===== src/rtl/mct_pkg.sv =====
package mct_pkg;

    // Per-channel compare actions; irq sits in the lowest bit of each triple.
    typedef struct packed {
        logic halt;
        logic zero;
        logic irq;
    } match_act_t;

    localparam int ACT_W = $bits(match_act_t);

    // Capture control layout.
    typedef struct packed {
        logic [1:0] code;
        logic       spare;
        logic       irq;
        logic       fall;
        logic       rise;
    } cap_ctl_t;

    localparam int CAPCTL_W = $bits(cap_ctl_t);
    localparam logic [1:0] CAP_CODE_ON = 2'd1;

    // Fixed part of the register map; the rest depends on the channel count.
    localparam int A_CTRL     = 0;
    localparam int A_PRESCALE = 1;
    localparam int A_PCOUNT   = 2;
    localparam int A_COUNT    = 3;
    localparam int A_MCTL     = 4;
    localparam int A_MATCH0   = 5;

    function automatic logic cap_armed(input cap_ctl_t c);
        return c.code == CAP_CODE_ON;
    endfunction

endpackage


===== src/rtl/mct_counter.sv =====
module mct_counter #(
    parameter int CNT_W = 16,
    parameter int PRE_W = 16
) (
    input  logic             clk,
    input  logic             rst,
    input  logic             run,
    input  logic [PRE_W-1:0] pre_lim,
    input  logic             rst_hit,
    input  logic             stop_hit,
    output logic [CNT_W-1:0] tc,
    output logic [PRE_W-1:0] pc
);

    logic wrap;
    assign wrap = (pc >= pre_lim);

    always_ff @(posedge clk) begin
        if (rst) begin
            tc <= '0;
            pc <= '0;
        end else if (run) begin
            if (stop_hit) begin
                if (rst_hit) begin
                    tc <= '0;
                    pc <= '0;
                end
            end else if (wrap) begin
                pc <= '0;
                tc <= rst_hit ? '0 : tc + 1'b1;
            end else begin
                pc <= pc + 1'b1;
            end
        end
    end

    p_idle_hold_r3: assert property (@(posedge clk) disable iff (rst)
        !run |=> ($stable(tc) && $stable(pc)));

    p_step_r2: assert property (@(posedge clk) disable iff (rst)
        (run && !stop_hit && !rst_hit && wrap) |=> (tc == CNT_W'($past(tc) + 1'b1)) && (pc == '0));

    p_wrap_zero_r5: assert property (@(posedge clk) disable iff (rst)
        (run && !stop_hit && rst_hit && wrap) |=> (tc == '0));

    p_stop_hold_r6: assert property (@(posedge clk) disable iff (rst)
        (run && stop_hit && !rst_hit) |=> ($stable(tc) && $stable(pc)));

    p_stop_zero_r7: assert property (@(posedge clk) disable iff (rst)
        (run && stop_hit && rst_hit) |=> (tc == '0 && pc == '0));

endmodule


===== src/rtl/mct_match.sv =====
module mct_match
    import mct_pkg::*;
#(
    parameter int N_MATCH = 4,
    parameter int CNT_W   = 16
) (
    input  logic [CNT_W-1:0]               tc,
    input  logic [N_MATCH-1:0][CNT_W-1:0]  mval,
    input  match_act_t [N_MATCH-1:0]       acts,
    output logic [N_MATCH-1:0]             irq_hits,
    output logic                           rst_any,
    output logic                           stop_any
);

    logic [N_MATCH-1:0] eq;
    logic [N_MATCH-1:0] zero_v;
    logic [N_MATCH-1:0] halt_v;

    for (genvar g = 0; g < N_MATCH; g++) begin : g_cmp
        assign eq[g]       = (tc == mval[g]);
        assign irq_hits[g] = eq[g] & acts[g].irq;
        assign zero_v[g]   = eq[g] & acts[g].zero;
        assign halt_v[g]   = eq[g] & acts[g].halt;
    end

    assign rst_any  = |zero_v;
    assign stop_any = |halt_v;

endmodule


===== src/rtl/mct_capture.sv =====
module mct_capture
    import mct_pkg::*;
#(
    parameter int CNT_W       = 16,
    parameter int SYNC_STAGES = 2
) (
    input  logic             clk,
    input  logic             rst,
    input  logic             cap_in,
    input  cap_ctl_t         ctl,
    input  logic [CNT_W-1:0] tc,
    output logic [CNT_W-1:0] cap_val,
    output logic             cap_fire
);

    // Synchronizer stages followed by one history flop for edge detection.
    logic [SYNC_STAGES:0] sh;
    logic now_lvl, prev_lvl;

    always_ff @(posedge clk) begin
        if (rst) sh <= '0;
        else     sh <= {sh[SYNC_STAGES-1:0], cap_in};
    end

    assign now_lvl  = sh[SYNC_STAGES-1];
    assign prev_lvl = sh[SYNC_STAGES];

    assign cap_fire = cap_armed(ctl) &&
                      ((ctl.rise && now_lvl && !prev_lvl) ||
                       (ctl.fall && !now_lvl && prev_lvl));

    always_ff @(posedge clk) begin
        if (rst)           cap_val <= '0;
        else if (cap_fire) cap_val <= tc;
    end

    p_cap_quiet_r9: assert property (@(posedge clk) disable iff (rst)
        !cap_fire |=> $stable(cap_val));

    p_reserved_code_r10: assert property (@(posedge clk) disable iff (rst)
        (ctl.code != CAP_CODE_ON) |=> $stable(cap_val));

endmodule


===== src/rtl/match_capture_timer.sv =====
module match_capture_timer
    import mct_pkg::*;
#(
    parameter int CNT_W       = 16,
    parameter int PRE_W       = 16,
    parameter int N_MATCH     = 4,
    parameter int ADDR_W      = 4,
    parameter int DATA_W      = 32,
    parameter int SYNC_STAGES = 2
) (
    input  logic              clk,
    input  logic              rst,
    input  logic              reg_wr,
    input  logic [ADDR_W-1:0] reg_addr,
    input  logic [DATA_W-1:0] reg_wdata,
    output logic [DATA_W-1:0] reg_rdata,
    input  logic              cap_in,
    output logic              irq
);

    localparam int A_CAPCTL = A_MATCH0 + N_MATCH;
    localparam int A_CAPVAL = A_CAPCTL + 1;
    localparam int A_FLAGS  = A_CAPCTL + 2;
    localparam int FLAG_W   = N_MATCH + 1;
    localparam int MCTL_W   = ACT_W * N_MATCH;

    logic                          run;
    logic [PRE_W-1:0]              pre_lim;
    logic [MCTL_W-1:0]             mctl;
    logic [N_MATCH-1:0][CNT_W-1:0] mval;
    cap_ctl_t                      capctl;
    logic [FLAG_W-1:0]             flags;
    logic [FLAG_W-1:0]             clr_vec;
    logic [FLAG_W-1:0]             set_vec;

    logic [CNT_W-1:0]   tc;
    logic [CNT_W-1:0]   cap_val;
    logic [PRE_W-1:0]   pc;
    logic [N_MATCH-1:0] irq_hits;
    logic               rst_any;
    logic               stop_any;
    logic               cap_fire;
    match_act_t [N_MATCH-1:0] acts;

    assign acts = mctl;

    function automatic logic wr_hit(input int a);
        return reg_wr && (int'(reg_addr) == a);
    endfunction

    // Control and configuration registers.
    always_ff @(posedge clk) begin
        if (rst) begin
            run     <= 1'b0;
            pre_lim <= '0;
            mctl    <= '0;
            capctl  <= '0;
            mval    <= '0;
        end else begin
            if (wr_hit(A_CTRL))     run     <= reg_wdata[0];
            if (run && stop_any)    run     <= 1'b0;
            if (wr_hit(A_PRESCALE)) pre_lim <= reg_wdata[PRE_W-1:0];
            if (wr_hit(A_MCTL))     mctl    <= reg_wdata[MCTL_W-1:0];
            if (wr_hit(A_CAPCTL))   capctl  <= cap_ctl_t'(reg_wdata[CAPCTL_W-1:0]);
            for (int i = 0; i < N_MATCH; i++) begin
                if (wr_hit(A_MATCH0 + i)) mval[i] <= reg_wdata[CNT_W-1:0];
            end
        end
    end

    mct_counter #(.CNT_W(CNT_W), .PRE_W(PRE_W)) u_counter (
        .clk      (clk),
        .rst      (rst),
        .run      (run),
        .pre_lim  (pre_lim),
        .rst_hit  (rst_any),
        .stop_hit (stop_any),
        .tc       (tc),
        .pc       (pc)
    );

    mct_match #(.N_MATCH(N_MATCH), .CNT_W(CNT_W)) u_match (
        .tc       (tc),
        .mval     (mval),
        .acts     (acts),
        .irq_hits (irq_hits),
        .rst_any  (rst_any),
        .stop_any (stop_any)
    );

    mct_capture #(.CNT_W(CNT_W), .SYNC_STAGES(SYNC_STAGES)) u_capture (
        .clk      (clk),
        .rst      (rst),
        .cap_in   (cap_in),
        .ctl      (capctl),
        .tc       (tc),
        .cap_val  (cap_val),
        .cap_fire (cap_fire)
    );

    // Sticky flags: a set in the same cycle wins over a write-1 clear.
    assign clr_vec = wr_hit(A_FLAGS) ? reg_wdata[FLAG_W-1:0] : '0;
    assign set_vec = {cap_fire & capctl.irq, irq_hits};

    always_ff @(posedge clk) begin
        if (rst) flags <= '0;
        else     flags <= (flags & ~clr_vec) | set_vec;
    end

    assign irq = |flags;

    // Read path.
    always_comb begin
        reg_rdata = '0;
        if (int'(reg_addr) == A_CTRL)     reg_rdata[0]            = run;
        if (int'(reg_addr) == A_PRESCALE) reg_rdata[PRE_W-1:0]    = pre_lim;
        if (int'(reg_addr) == A_PCOUNT)   reg_rdata[PRE_W-1:0]    = pc;
        if (int'(reg_addr) == A_COUNT)    reg_rdata[CNT_W-1:0]    = tc;
        if (int'(reg_addr) == A_MCTL)     reg_rdata[MCTL_W-1:0]   = mctl;
        if (int'(reg_addr) == A_CAPCTL)   reg_rdata[CAPCTL_W-1:0] = capctl;
        if (int'(reg_addr) == A_CAPVAL)   reg_rdata[CNT_W-1:0]    = cap_val;
        if (int'(reg_addr) == A_FLAGS)    reg_rdata[FLAG_W-1:0]   = flags;
        for (int i = 0; i < N_MATCH; i++) begin
            if (int'(reg_addr) == A_MATCH0 + i) reg_rdata[CNT_W-1:0] = mval[i];
        end
    end

    p_stop_clears_run_r6: assert property (@(posedge clk) disable iff (rst)
        (run && stop_any) |=> !run);

    p_match_flag_r4: assert property (@(posedge clk) disable iff (rst)
        (irq_hits != '0) |=> ((flags[N_MATCH-1:0] & $past(irq_hits)) == $past(irq_hits)));

    p_flag_sticky_r12: assert property (@(posedge clk) disable iff (rst)
        (|(flags & ~clr_vec)) |=> ((flags & $past(flags & ~clr_vec)) == $past(flags & ~clr_vec)));

    p_cap_flag_r11: assert property (@(posedge clk) disable iff (rst)
        (cap_fire && capctl.irq) |=> flags[N_MATCH]);

endmodule


===== config.mk =====
export PLATFORM = sky130hd
export DESIGN_NAME = match_capture_timer
export DESIGN_NICKNAME = d
export VERILOG_FILES = /design/src/rtl/mct_pkg.sv /design/src/rtl/mct_counter.sv /design/src/rtl/mct_match.sv /design/src/rtl/mct_capture.sv /design/src/rtl/match_capture_timer.sv
export SDC_FILE = /design/constraint.sdc
export NUM_CORES = 1
export LEC_CHECK = 0
export BUFFER_PORTS_ARGS = -buffer_cell sky130_fd_sc_hd__buf_2
export CAP_MARGIN = 20
export CORE_AREA = 2 2 127 129
export DETAILED_ROUTE_END_ITERATION = 7
export DIE_AREA = 0 0 129 131
export PLACE_DENSITY = 0.73
export SLEW_MARGIN = 20
export SYNTH_ARGS = -nofsm -noshare
export SYNTH_HDL_FRONTEND = slang
export SYNTH_SLANG_ARGS = --single-unit

===== constraint.sdc =====
create_clock -name clk -period 2.9 [get_ports clk]
set_clock_uncertainty 0.05 [all_clocks]
set_input_delay 0.145 -clock clk [delete_from_list [all_inputs] [get_ports clk]]
set_output_delay 0.145 -clock clk [all_outputs]
set_load 0.02 [all_outputs]

==> flow_results.xml <==
<?xml version="1.0" encoding="UTF-8"?>
<metrics>
  <group name="run_status">
    <metric name="outcome" unit="">finished clean</metric>
  </group>
  <group name="floorplanning">
    <metric name="floorplan.die.height" unit="um">131</metric>
    <metric name="die_w" unit="um">129</metric>
    <metric name="die-area" unit="sq um">16900</metric>
    <metric name="core.rowCount" unit="">46</metric>
    <metric name="initial_utilization" unit="%">53.5</metric>
    <metric name="core_region_area" unit="sq um">15600</metric>
    <metric name="ioPinCount" unit="">73</metric>
  </group>
  <group name="final_layout">
    <metric name="final_design_area_no_fill" unit="sq um">9520</metric>
    <metric name="areaGrowthSynthToFinish" unit="%">14.0</metric>
    <metric name="final_cells" unit="">1342</metric>
    <metric name="n_antenna_cell" unit="">0</metric>
    <metric name="final_util" unit="%">61.0</metric>
    <metric name="fin_nets" unit="">1171</metric>
    <metric name="post_route_cells_drive_above_1_share" unit="%">13.1</metric>
  </group>
  <group name="logic_synthesis">
    <metric name="synth_adder_area_share" unit="%">2.70</metric>
    <metric name="synth_top_family_by_area" unit="">simple AND/OR/NAND/NOR gates</metric>
    <metric name="post_synth.cell_area_avg" unit="sq um">7.80</metric>
    <metric name="synthXorXnorAreaFrac" unit="%">7.98</metric>
    <metric name="synth-compound-area-share" unit="%">19.5</metric>
    <metric name="synth_area" unit="sq um">8350</metric>
    <metric name="synth-edff-count" unit="">0</metric>
    <metric name="post_synth_and_or_nand_nor_area_fraction" unit="%">22.8</metric>
    <metric name="synth-seq-area-share" unit="%">37.2</metric>
    <metric name="asyncSetResetFlopFracSynth" unit="%">0</metric>
    <metric name="synth-warning-count" unit="">0</metric>
    <metric name="ys.flop_type" unit="">dfxtp_1</metric>
    <metric name="synth.area.mux_share" unit="%">2.28</metric>
    <metric name="netlist_instances" unit="">1070</metric>
    <metric name="synthDistinctLibCells" unit="">55</metric>
    <metric name="synth.ff_latch_count" unit="">155</metric>
  </group>
  <group name="drt">
    <metric name="detail-route-antenna-nets" unit="">0</metric>
    <metric name="drt_pre_antenna_iters" unit="">7</metric>
    <metric name="detail_route.wirelength" unit="mm">26.0</metric>
    <metric name="wire_per_inst" unit="um">19.4</metric>
    <metric name="detail_route.vias_per_cell" unit="">6.04</metric>
    <metric name="drc" unit="">0</metric>
    <metric name="vias" unit="">8102</metric>
    <metric name="detail_route.iter0.violations" unit="">970</metric>
  </group>
  <group name="cts">
    <metric name="cts.htree.levels" unit="">4</metric>
    <metric name="clock_path_buffers" unit="">2</metric>
    <metric name="cts_root_buf" unit="">clkbuf_16</metric>
    <metric name="clock_sink_count" unit="">155</metric>
    <metric name="numCtsBuffers" unit="">17</metric>
    <metric name="clk-insertion-delay-late" unit="ps">440</metric>
    <metric name="post_cts_clock_slew_at_the_launch_and_capture_registers_of_the_worst_setup_and_hold_paths" unit="ps">60</metric>
    <metric name="cts_tree" unit="">done</metric>
    <metric name="post-cts-setup-buffer-count" unit="">0</metric>
  </group>
  <group name="timing">
    <metric name="setup_viol" unit="">0</metric>
    <metric name="fmax" unit="GHz">0.364</metric>
    <metric name="fin_tns_setup" unit="ps">0</metric>
    <metric name="post-route-min-period" unit="ps">2740</metric>
    <metric name="tightestPinTransition" unit="ps">825</metric>
    <metric name="slew_viol_final" unit="">0</metric>
    <metric name="final.period_utilization" unit="%">94.6</metric>
    <metric name="setup_repair_after_global_routing_missed_its_margin" unit="">false</metric>
    <metric name="final.setup.worst_slack" unit="ps">155</metric>
    <metric name="timing_hold_violations_final" unit="">0</metric>
    <metric name="timing.slew.headroom" unit="%">44.9</metric>
  </group>
  <group name="worst_setup_path">
    <metric name="critical_path.endpoint_type" unit="">flop</metric>
    <metric name="cp_depth" unit="">11</metric>
    <metric name="critical-path-slowest-cell" unit="">dfxtp_1</metric>
    <metric name="worst-endpoint-arrival" unit="ps">3000</metric>
    <metric name="worstPathMaxFanout" unit="">9</metric>
    <metric name="r2r_cells" unit="">11</metric>
    <metric name="worstPathCellList" unit="">xnor2_1 &gt; nand4_1 &gt; nor4_1 &gt; buf_4 &gt; a22o_1 &gt; o211ai_2 &gt; buf_4 &gt; o311ai_4 &gt; buf_4 &gt; mux2i_1 &gt; nor2_1</metric>
    <metric name="critical_path_buf_inv_count" unit="">3</metric>
    <metric name="critical_path_class" unit="">flop to flop</metric>
    <metric name="required_time_worst_endpoint" unit="ps">3150</metric>
    <metric name="timing.critical_path.from_type" unit="">flop</metric>
    <metric name="critical-path-max-stage-delay" unit="ps">520</metric>
    <metric name="worst_setup_path_startpoint" unit="">u_counter.tc[14]$_SDFFE_PP0P_</metric>
    <metric name="reg2reg_slack" unit="ps">160</metric>
    <metric name="cpLargestDelayFamily" unit="">buffers and inverters</metric>
    <metric name="timing.rr.start" unit="">u_counter.tc[14]$_SDFFE_PP0P_</metric>
    <metric name="timing.rr.end" unit="">u_counter.tc[1]$_SDFFE_PP0P_</metric>
    <metric name="critical-path-top-cell-by-count" unit="">buf_4</metric>
    <metric name="critical_path.endpoint" unit="">u_counter.tc[1]$_SDFFE_PP0P_</metric>
  </group>
  <group name="placement">
    <metric name="gp_routability_congestion" unit="">0.983</metric>
    <metric name="io_buffers" unit="">40</metric>
    <metric name="post-place-cells" unit="">1298</metric>
    <metric name="place_area" unit="sq um">8810</metric>
    <metric name="place_ws" unit="ps">111</metric>
    <metric name="dp.final_hpwl" unit="mm">18.9</metric>
  </group>
  <group name="grt">
    <metric name="first_global_vias" unit="">7561</metric>
    <metric name="grt_start_max_net_pins" unit="">70</metric>
    <metric name="overflow_left_after_global_routing" unit="">0</metric>
    <metric name="grt_use_total" unit="%">31.9</metric>
    <metric name="global_route_wire_length_before_repair" unit="mm">40.9</metric>
    <metric name="antenna_found_initial" unit="">0</metric>
  </group>
  <group name="run">
    <metric name="max_cap_viol_count" unit="">0</metric>
  </group>
  <group name="pwr">
    <metric name="peakVddDrop" unit="mV">0.423</metric>
    <metric name="p_per_area" unit="nW/um^2">500</metric>
    <metric name="power_leakage" unit="uW">0.00332</metric>
  </group>
  <group name="hold_path">
    <metric name="hold_path.class" unit="">input pin to flop</metric>
  </group>
</metrics>
## area by class of cell
cell class                      count  area [sq um]
Fill cell                        1376          6080
Timing Repair Buffer              106           751
Inverter                           29           109
Multi-Input combinational cell    804          4700
Clock inverter                     11           120
Clock buffer                       21           460
Tap cell                          216           270
Sequential cell                   155          3100
## cell families (layout without fill, tap and decap cells)
logic type | count (synthesis) | in the layout
compound gates | 254 | 254
buf+inv | 126 | 167
simple gates | 421 | 421
xor+xnor | 76 | 76
flops | 155 | 155
other cells | 1 | 16
mux | 19 | 19
fa+ha+maj | 18 | 18
## synthesized netlist by cell type, types with 18 or more instances
library cell  instances  area [sq um]
buf_4                30           225
inv_1                29           109
nand3_1              29           145
ha_1                 18           225
nand4_1              27           169
nand2_1             236           886
clkbuf_1             57           214
a21oi_1             128           641
o21ai_0              24           120
a22oi_1              29           218
xnor2_1              67           587
dfxtp_1             155          3100
mux2i_1              19           190
nor2_1               48           180
## what timing repair did
| action | in CTS | in global routing |
|---|---|---|
| hold buffers | 11 | 0 |
| endpoints found under the setup margin | 0 | 18 |
| endpoints found under the hold margin | 57 | 0 |
| resized for setup | 0 | 3 |
## where the power goes
group	switching, uW	internal, uW	total (uW)
Sequential	20.9	2150	2170
Combinational	257	120	376
Clock	905	1310	2210
Total	1180	3580	4760
## per-layer routing
| metal | track usage, % | routed length [um] |
|---|---|---|
| met1 | 42.2 | 10600 |
| met2 | 50.3 | 11800 |
| met3 | 5.86 | 2640 |
| met4 | 15.5 | 997 |
| met5 | 0 | 0 |
## worst min path at each step
stage                 start                    endpoint  slack, ps  depth (start not counted)
2_1_floorplan        cap_in  u_capture.sh[0]$_SDFF_PP0_        220                          1
3_3_place_gp         cap_in  u_capture.sh[0]$_SDFF_PP0_        300                          2
3_5_place_dp         cap_in  u_capture.sh[0]$_SDFF_PP0_        320                          2
4_1_cts        reg_wdata[4]       mval[36]$_SDFFE_PP0P_          6                          3
5_1_grt        reg_wdata[4]       mval[36]$_SDFFE_PP0P_         20                          3
6_report       reg_wdata[3]        acts[3]$_SDFFE_PP0P_         30                          3
## placed cells by master (no fill, tap or decap), types with 18 or more instances in the layout
| cell type | instances |
|---|---|
| mux2i_1 | 19 |
| ha_1 | 18 |
| nor2_1 | 46 |
| inv_1 | 29 |
| buf_4 | 54 |
| xnor2_1 | 67 |
| dfxtp_1 | 155 |
| o21ai_0 | 24 |
| nand4_1 | 27 |
| nand2_1 | 236 |
| nand3_1 | 29 |
| a21oi_1 | 128 |
| a22oi_1 | 29 |
| buf_2 | 39 |
## per-stage QoR
| step | power (uW) | hold WS [ps] |
|---|---|---|
| 6_report | 4760 | 26.5 |
| 4_1_cts | 4760 | 5.83 |
| 5_1_grt | 4890 | 20.7 |
| 2_1_floorplan | 2450 | 223 |
| 3_5_place_dp | 2570 | 321 |
| 3_3_place_gp | 2570 | 305 |
## flip-flops by register name (all words and copies together) (netlist names)
| name | flops |
|---|---|
| u_counter.tc | 16 |
| mval | 64 |
| u_capture.sh | 3 |
| capctl | 6 |
| flags | 5 |
| acts | 12 |
| pre_lim | 16 |
| u_capture.cap_val | 16 |
| run | 1 |
| u_counter.pc | 16 |
## worst min-delay path, delay by kind of cell
kind                   cells  cell delay, ps
AOI/OAI and AO/OA          1              50
buffers and inverters      1             180
and+or+nand+nor            1              80
(Power assumes the default switching activity.)
